==> src/rtl/brot_pkg.sv <==
package brot_pkg;

    // Sequencing phases of one rotation pass
    typedef enum logic [2:0] {
        PH_IDLE,
        PH_FETCH,   // address last word, capture wrap bit next cycle
        PH_LOAD,    // address word 0, no write
        PH_STREAM,  // read next word, write rotated previous word
        PH_FLUSH    // write rotated last word into the base cell
    } phase_e;

    // Per-lane control from the sequencer
    typedef struct packed {
        logic seed;   // rdata holds last word: take the wrap bit
        logic shift;  // rdata holds a row word: shift it out
        logic last;   // word being written is the last (pad mask)
    } lane_ctl_t;

    // Smallest width able to hold values 0..v
    function automatic int bits_for(input int v);
        int w;
        w = 1;
        while ((1 << w) <= v) w++;
        return w;
    endfunction

    function automatic int ceil_div(input int a, input int b);
        return (a + b - 1) / b;
    endfunction

endpackage

==> src/rtl/brot_lane.sv <==
module brot_lane
    import brot_pkg::*;
#(
    parameter int WORD_W = 32,
    parameter int PW     = 5
) (
    input  logic              clk,
    input  logic              rst,
    input  lane_ctl_t         ctl_i,
    input  logic [PW-1:0]     pad_i,
    input  logic [WORD_W-1:0] rdata_i,
    output logic [WORD_W-1:0] wdata_o
);
    logic              carry_q;
    logic [WORD_W-1:0] shifted;
    logic [WORD_W-1:0] keep_mask;

    always_comb begin
        shifted   = {carry_q, rdata_i[WORD_W-1:1]};
        keep_mask = {WORD_W{1'b1}} << pad_i;
        wdata_o   = ctl_i.last ? (shifted & keep_mask) : shifted;
    end

    always_ff @(posedge clk) begin
        if (rst) begin
            carry_q <= 1'b0;
        end else if (ctl_i.seed) begin
            carry_q <= rdata_i[pad_i];
        end else if (ctl_i.shift) begin
            carry_q <= rdata_i[0];
        end
    end


    msb_link_chk: assert property (@(posedge clk) disable iff (rst)
        (ctl_i.shift && $past(ctl_i.shift)) |-> (wdata_o[WORD_W-1] == $past(rdata_i[0])));


    wrap_bit_chk: assert property (@(posedge clk) disable iff (rst)
        (ctl_i.shift && $past(ctl_i.seed)) |-> (wdata_o[WORD_W-1] == $past(rdata_i[pad_i])));

endmodule

==> src/rtl/brot_ctrl.sv <==
module brot_ctrl
    import brot_pkg::*;
#(
    parameter int WORD_W   = 32,
    parameter int MAX_BITS = 4801,
    parameter int AW       = 8,
    parameter int CW       = 8,
    parameter int LW       = 13,
    parameter int PW       = 5
) (
    input  logic          clk,
    input  logic          rst,
    input  logic          start_i,
    input  logic [LW-1:0] row_bits_i,
    output logic [AW-1:0] addr_o,
    output logic          we_o,
    output lane_ctl_t     lane_ctl_o,
    output logic [PW-1:0] pad_o,
    output logic          done_o,
    output logic [AW-1:0] base_o
);
    phase_e        phase_q;
    logic [LW-1:0] len_q;
    logic [CW-1:0] nw_q, nw_new, cnt_q;
    logic [PW-1:0] pad_q, pad_new;
    logic [AW-1:0] base_q, base_eff, base_next, ptr_q, ptr_next, ptr_first;
    logic          done_q, accept;

    always_comb begin
        accept    = (phase_q == PH_IDLE) && start_i && (row_bits_i != '0)
                    && (int'(row_bits_i) <= MAX_BITS);
        nw_new    = CW'(ceil_div(int'(row_bits_i), WORD_W));
        pad_new   = PW'(int'(nw_new) * WORD_W - int'(row_bits_i));
        base_eff  = (row_bits_i == len_q) ? base_q : '0;
        ptr_first = (base_eff == '0) ? AW'(int'(nw_new) - 1) : base_eff - AW'(1);
        ptr_next  = (int'(ptr_q) == int'(nw_q) - 1) ? '0 : ptr_q + AW'(1);
        base_next = (int'(base_q) == int'(nw_q) - 1) ? '0 : base_q + AW'(1);
    end

    always_ff @(posedge clk) begin
        if (rst) begin
            phase_q <= PH_IDLE;
            len_q   <= '0;
            nw_q    <= '0;
            pad_q   <= '0;
            base_q  <= '0;
            ptr_q   <= '0;
            cnt_q   <= '0;
            done_q  <= 1'b0;
        end else begin
            done_q <= 1'b0;
            unique case (phase_q)
                PH_IDLE: begin
                    if (accept) begin
                        len_q   <= row_bits_i;
                        nw_q    <= nw_new;
                        pad_q   <= pad_new;
                        base_q  <= base_eff;
                        ptr_q   <= ptr_first;
                        phase_q <= PH_FETCH;
                    end
                end
                PH_FETCH: begin
                    ptr_q   <= base_q;
                    phase_q <= PH_LOAD;
                end
                PH_LOAD: begin
                    ptr_q   <= ptr_next;
                    cnt_q   <= CW'(1);
                    phase_q <= (int'(nw_q) == 1) ? PH_FLUSH : PH_STREAM;
                end
                PH_STREAM: begin
                    ptr_q <= ptr_next;
                    cnt_q <= cnt_q + CW'(1);
                    if (int'(cnt_q) == int'(nw_q) - 1) phase_q <= PH_FLUSH;
                end
                PH_FLUSH: begin
                    phase_q <= PH_IDLE;
                    done_q  <= 1'b1;
                    base_q  <= base_next;
                end
                default: phase_q <= PH_IDLE;
            endcase
        end
    end

    always_comb begin
        addr_o           = ptr_q;
        we_o             = (phase_q == PH_STREAM) || (phase_q == PH_FLUSH);
        lane_ctl_o.seed  = (phase_q == PH_LOAD);
        lane_ctl_o.shift = we_o;
        lane_ctl_o.last  = (phase_q == PH_FLUSH);
        pad_o            = pad_q;
        done_o           = done_q;
        base_o           = base_q;
    end

    // Cycle counter used only by the latency check
    logic [CW+1:0] lat_q;
    always_ff @(posedge clk) begin
        if (rst)                    lat_q <= '0;
        else if (accept)            lat_q <= '0;
        else if (phase_q != PH_IDLE) lat_q <= lat_q + (CW+2)'(1);
    end


    fetch_nowrite_chk: assert property (@(posedge clk) disable iff (rst)
        accept |=> !we_o);


    addr_step_chk: assert property (@(posedge clk) disable iff (rst)
        (we_o && $past(we_o)) |-> (int'(addr_o) == (int'($past(addr_o)) + 1) % int'(nw_q)));


    done_single_chk: assert property (@(posedge clk) disable iff (rst)
        done_o |=> !done_o);


    pass_len_chk: assert property (@(posedge clk) disable iff (rst)
        done_o |-> (int'(lat_q) == int'(nw_q) + 2));


    base_step_chk: assert property (@(posedge clk) disable iff (rst)
        done_o |-> (int'(base_o) == (int'($past(base_o)) + 1) % int'(nw_q)));


    base_range_chk: assert property (@(posedge clk) disable iff (rst)
        (nw_q != '0) |-> (int'(base_o) < int'(nw_q)));

endmodule

==> src/rtl/bitrow_rotator.sv <==
module bitrow_rotator
    import brot_pkg::*;
#(
    parameter int WORD_W   = 32,
    parameter int MAX_BITS = 4801,
    parameter int LANES    = 2
) (
    input  logic                                                   clk,
    input  logic                                                   rst,
    input  logic                                                   start,
    input  logic [bits_for(MAX_BITS)-1:0]                          row_bits,
    output logic                                                   done,
    output logic [bits_for(ceil_div(MAX_BITS, WORD_W) - 1)-1:0]    base_cell,
    output logic [bits_for(ceil_div(MAX_BITS, WORD_W) - 1)-1:0]    mem_addr,
    output logic                                                   mem_we,
    output logic [LANES*WORD_W-1:0]                                mem_wdata,
    input  logic [LANES*WORD_W-1:0]                                mem_rdata
);
    localparam int MAX_WORDS = ceil_div(MAX_BITS, WORD_W);
    localparam int AW        = bits_for(MAX_WORDS - 1);
    localparam int CW        = bits_for(MAX_WORDS);
    localparam int LW        = bits_for(MAX_BITS);
    localparam int PW        = bits_for(WORD_W - 1);

    lane_ctl_t     lane_ctl;
    logic [PW-1:0] pad;

    brot_ctrl #(
        .WORD_W  (WORD_W),
        .MAX_BITS(MAX_BITS),
        .AW      (AW),
        .CW      (CW),
        .LW      (LW),
        .PW      (PW)
    ) u_ctrl (
        .clk       (clk),
        .rst       (rst),
        .start_i   (start),
        .row_bits_i(row_bits),
        .addr_o    (mem_addr),
        .we_o      (mem_we),
        .lane_ctl_o(lane_ctl),
        .pad_o     (pad),
        .done_o    (done),
        .base_o    (base_cell)
    );

    for (genvar g = 0; g < LANES; g++) begin : g_lane
        brot_lane #(
            .WORD_W(WORD_W),
            .PW    (PW)
        ) u_lane (
            .clk    (clk),
            .rst    (rst),
            .ctl_i  (lane_ctl),
            .pad_i  (pad),
            .rdata_i(mem_rdata[g*WORD_W +: WORD_W]),
            .wdata_o(mem_wdata[g*WORD_W +: WORD_W])
        );
    end

endmodule

==> config.mk <==
export PLATFORM = sky130hd
export DESIGN_NAME = bitrow_rotator
export DESIGN_NICKNAME = d
export VERILOG_FILES = /design/src/rtl/brot_pkg.sv /design/src/rtl/brot_lane.sv /design/src/rtl/brot_ctrl.sv /design/src/rtl/bitrow_rotator.sv
export SDC_FILE = /design/constraint.sdc
export NUM_CORES = 1
export LEC_CHECK = 0
export BUFFER_PORTS_ARGS = -buffer_cell sky130_fd_sc_hd__buf_2
export CAP_MARGIN = 20
export CORE_ASPECT_RATIO = 1.2
export CORE_MARGIN = 8
export CORE_UTILIZATION = 45
export CTS_BUF_LIST = sky130_fd_sc_hd__clkbuf_8 sky130_fd_sc_hd__clkbuf_16
export DETAILED_ROUTE_END_ITERATION = 7
export GPL_ROUTABILITY_DRIVEN = 0
export GPL_TIMING_DRIVEN = 1
export PLACE_DENSITY = 0.86
export SETUP_SLACK_MARGIN = 0.02
export SLEW_MARGIN = 20
export SYNTH_ARGS = -nofsm -noshare
export SYNTH_HDL_FRONTEND = slang
export SYNTH_SLANG_ARGS = --single-unit
==> constraint.sdc <==
create_clock -name clk -period 2.6 [get_ports clk]
set_input_delay 0 -clock clk [delete_from_list [all_inputs] [get_ports clk]]
set_output_delay 0 -clock clk [all_outputs]
set_load 0.005 [all_outputs]
==> flow_metrics.tcl <==
set metrics [dict create \
    worstPathArrival_ns 2.80 \
    cp-start-kind "register" \
    io_pins 162 \
    core-area_um2 11100 \
    whs_ns 0.00895 \
    min_path_cells 3 \
    hold_path_class "in2reg" \
    groute.usage.overall 0.229 \
    synth.top_cell.area_share 0.214 \
    pre_cts_ws_ns -0.000754 \
    ir_drop_uv 294 \
    synth_flop_cell "dfxtp_1" \
    htree_levels 2 \
    rrSetupSlack_ns -0.01 \
    placed_area_um2 6190 \
    crit_required_ns 2.78 \
    synthSimpleGateAreaFrac 0.281 \
    status "finished with violations" \
    antennaDiodeCount 0 \
    fin_skew_ns 0.00804 \
    violations "negative setup slack" \
    die-area_um2 15100 \
    grt_pass1_wl_um 28600 \
    ys_warn_count 0 \
    setup_viol 2 \
    rr_worst_depth 10 \
    r2r-end "u_ctrl.addr_o[4]" \
    ys_top_cells_by_area "dfxtp_1 (21%), mux4_2 (8.8%), xnor2_1 (6.5%), a21oi_1 (5.5%), nand2_1 (5.1%)" \
    power.density_nw_per_um2 417 \
    dr_total_vias 5778 \
    fp.dieW_um 114 \
    synthMuxAreaShare 0.106 \
    clockRootBuffer "clkbuf_16" \
    antenna_found_initial 0 \
    synth.avg_cell_area_um2 7.73 \
    grt_pass1_vias 5944 \
    critPathCaptureType "register" \
    port_buffers 161 \
    drive_gt1_frac 0.326 \
    period_share 1.00 \
    ys_seq_elements 55 \
    synthArstFlopShare 0 \
    power.leakage_nw 2.65 \
    synth-adder-area-share 0.0195 \
    vias_per_cell 5.94 \
    drc 0 \
    yosysMostFrequentCell "nand2_1" \
    synth_xor_area_frac 0.108 \
    grt-ovfl-total 0 \
    clock-sinks 55 \
    grt_setup_unrepaired "true" \
    final-hold-violation-count 0 \
    cp_max_fo 5 \
    drtPass1Iterations 5 \
    tightestPinTransition_ns 0.663 \
    tritoncts "done" \
    fin_crit_ns 2.61 \
    fin_util 0.583 \
    start_util 0.464 \
    netlist_instances 665 \
    post_drt_wl_per_cell_um 18.4 \
    fmax_mhz 383 \
    clk_latency_ns 0.30 \
    crit_type "reg2reg" \
    hpwl_um 14200 \
    fp.dieH_um 133 \
    ys_types 78 \
    clk_path_buf_depth 2 \
    synth_top_family_by_area "simple AND/OR/NAND/NOR gates" \
    hold_end "u_ctrl.len_q[12]" \
    syn-num-nets 753 \
    drv_cap 0 \
    synth_compound_area_frac 0.211 \
    yosysTopAreaCell "dfxtp_1" \
    hold_start "row_bits[12]" \
    r2r-start "u_ctrl.base_o[0]" \
    synth_edf_count 0 \
    drv_slew 0 \
    seq_area_frac_synth 0.214 \
    grt_max_degree 26 \
    ant_nets 0 \
    cts-buffers-inserted 5 \
    rows 42 \
    layout_setup_ws_ns -0.0115 \
    hold_buffers 0 \
    clk_pin_slew_ns 0.07 \
    first_iter_violations 392 \
    relSlewSlack 0.555 \
    drt_wl_total_um 17900 \
    synth_area_um2 5140 \
    syn_to_final_growth_pct 25.6 \
    fin_nets 906 \
    postLayoutCellArea_um2 6460 \
    synthTopCellsByCount "nand2_1 (70), a21oi_1 (57), dfxtp_1 (55)" \
]
[flip-flops by register name (all words and copies together) (netlist names)]
signal / count
u_ctrl.pad_o: 5
g_lane.u_lane.carry_q: 2
u_ctrl.len_q: 12
u_ctrl.phase_q: 3
u_ctrl.cnt_q: 8
u_ctrl.base_o: 8
u_ctrl.addr_o: 8
u_ctrl.done_o: 1
u_ctrl.nw_q: 8
[kinds of logic after synthesis]
family / after synthesis
simple gates: 273
compound gates: 165
buf+inv: 73
xor+xnor: 62
flops: 55
mux: 29
fa+ha+maj: 8
[worst max-delay path, stage by stage (launching register included)]
cell,delay (ns)
dfxtp_2,0.33
or3_4,0.38
or3_4,0.35
or4_4,0.47
nand2_4,0.10
a22oi_2,0.08
ha_4,0.21
o21ai_0,0.12
a21oi_1,0.08
nor4_1,0.28
nor4_2,0.08
[worst max path at each step]
| stage | from | to | slack, ns |
|---|---|---|---|
| floorplan | u_ctrl.base_o[0] | u_ctrl.addr_o[6] | -0.04 |
| global placement | u_ctrl.base_o[0] | u_ctrl.addr_o[6] | 0.08 |
| detailed placement | u_ctrl.base_o[0] | u_ctrl.addr_o[6] | -0.0008 |
| CTS | u_ctrl.base_o[0] | u_ctrl.addr_o[6] | 0.02 |
| global route | u_ctrl.base_o[0] | u_ctrl.addr_o[4] | -0.07 |
| finish | u_ctrl.base_o[0] | u_ctrl.addr_o[4] | -0.01 |
[cell type report]
cell class / count / area, um^2
Clock inverter: 1 / 7.51
Fill cell: 978 / 4630
Tap cell: 154 / 193
Sequential cell: 55 / 1100
Multi-Input combinational cell: 537 / 3830
Inverter: 19 / 71.3
Timing Repair Buffer: 200 / 1100
Clock buffer: 7 / 153
[metrics by stage]
step	TNS (ns)	cells	power (mW)
6_report	-0.0150	973	2.70
2_1_floorplan	-0.0439	665	1.62
3_5_place_dp	-0.000754	961	1.94
5_1_grt	-0.193	973	2.82
3_3_place_gp	0	961	1.92
4_1_cts	0	969	2.66
[report_power, final]
part,leakage (nW),switching [mW],internal [mW]
Combinational,2.13,0.536,0.477
Clock,0.0761,0.312,0.410
Sequential,0.449,0.0694,0.892
[timing repair]
item / in CTS / in global routing
gates resized for setup: 6 / 11
setup buffers: 0 / 4
endpoints found under the setup margin: 3 / 10
pin swaps: 0 / 2
[routing by layer]
metal | GRT usage | wire length (um) | up-vias
met5 | 0 | 0 | -
met4 | 0.128 | 761 | 0
met3 | 0.0538 | 1440 | 63
met2 | 0.403 | 8940 | 335
met1 | 0.246 | 6760 | 2684
li1 | - | - | 2696
[cell usage in the layout (no fill, tap or decap), drive strengths merged, types with 20 or more instances in the layout]
cell type  netlist  final
nor3            22     22
nand3           23     23
nor2            53     53
a21oi           57     57
dfxtp           55     55
xor2            23     23
xnor2           38     38
buf             23    200
o21ai           26     26
nor2b           41     41
mux4            20     20
nand2           70     70
Power figures use the tool's default switching activity.
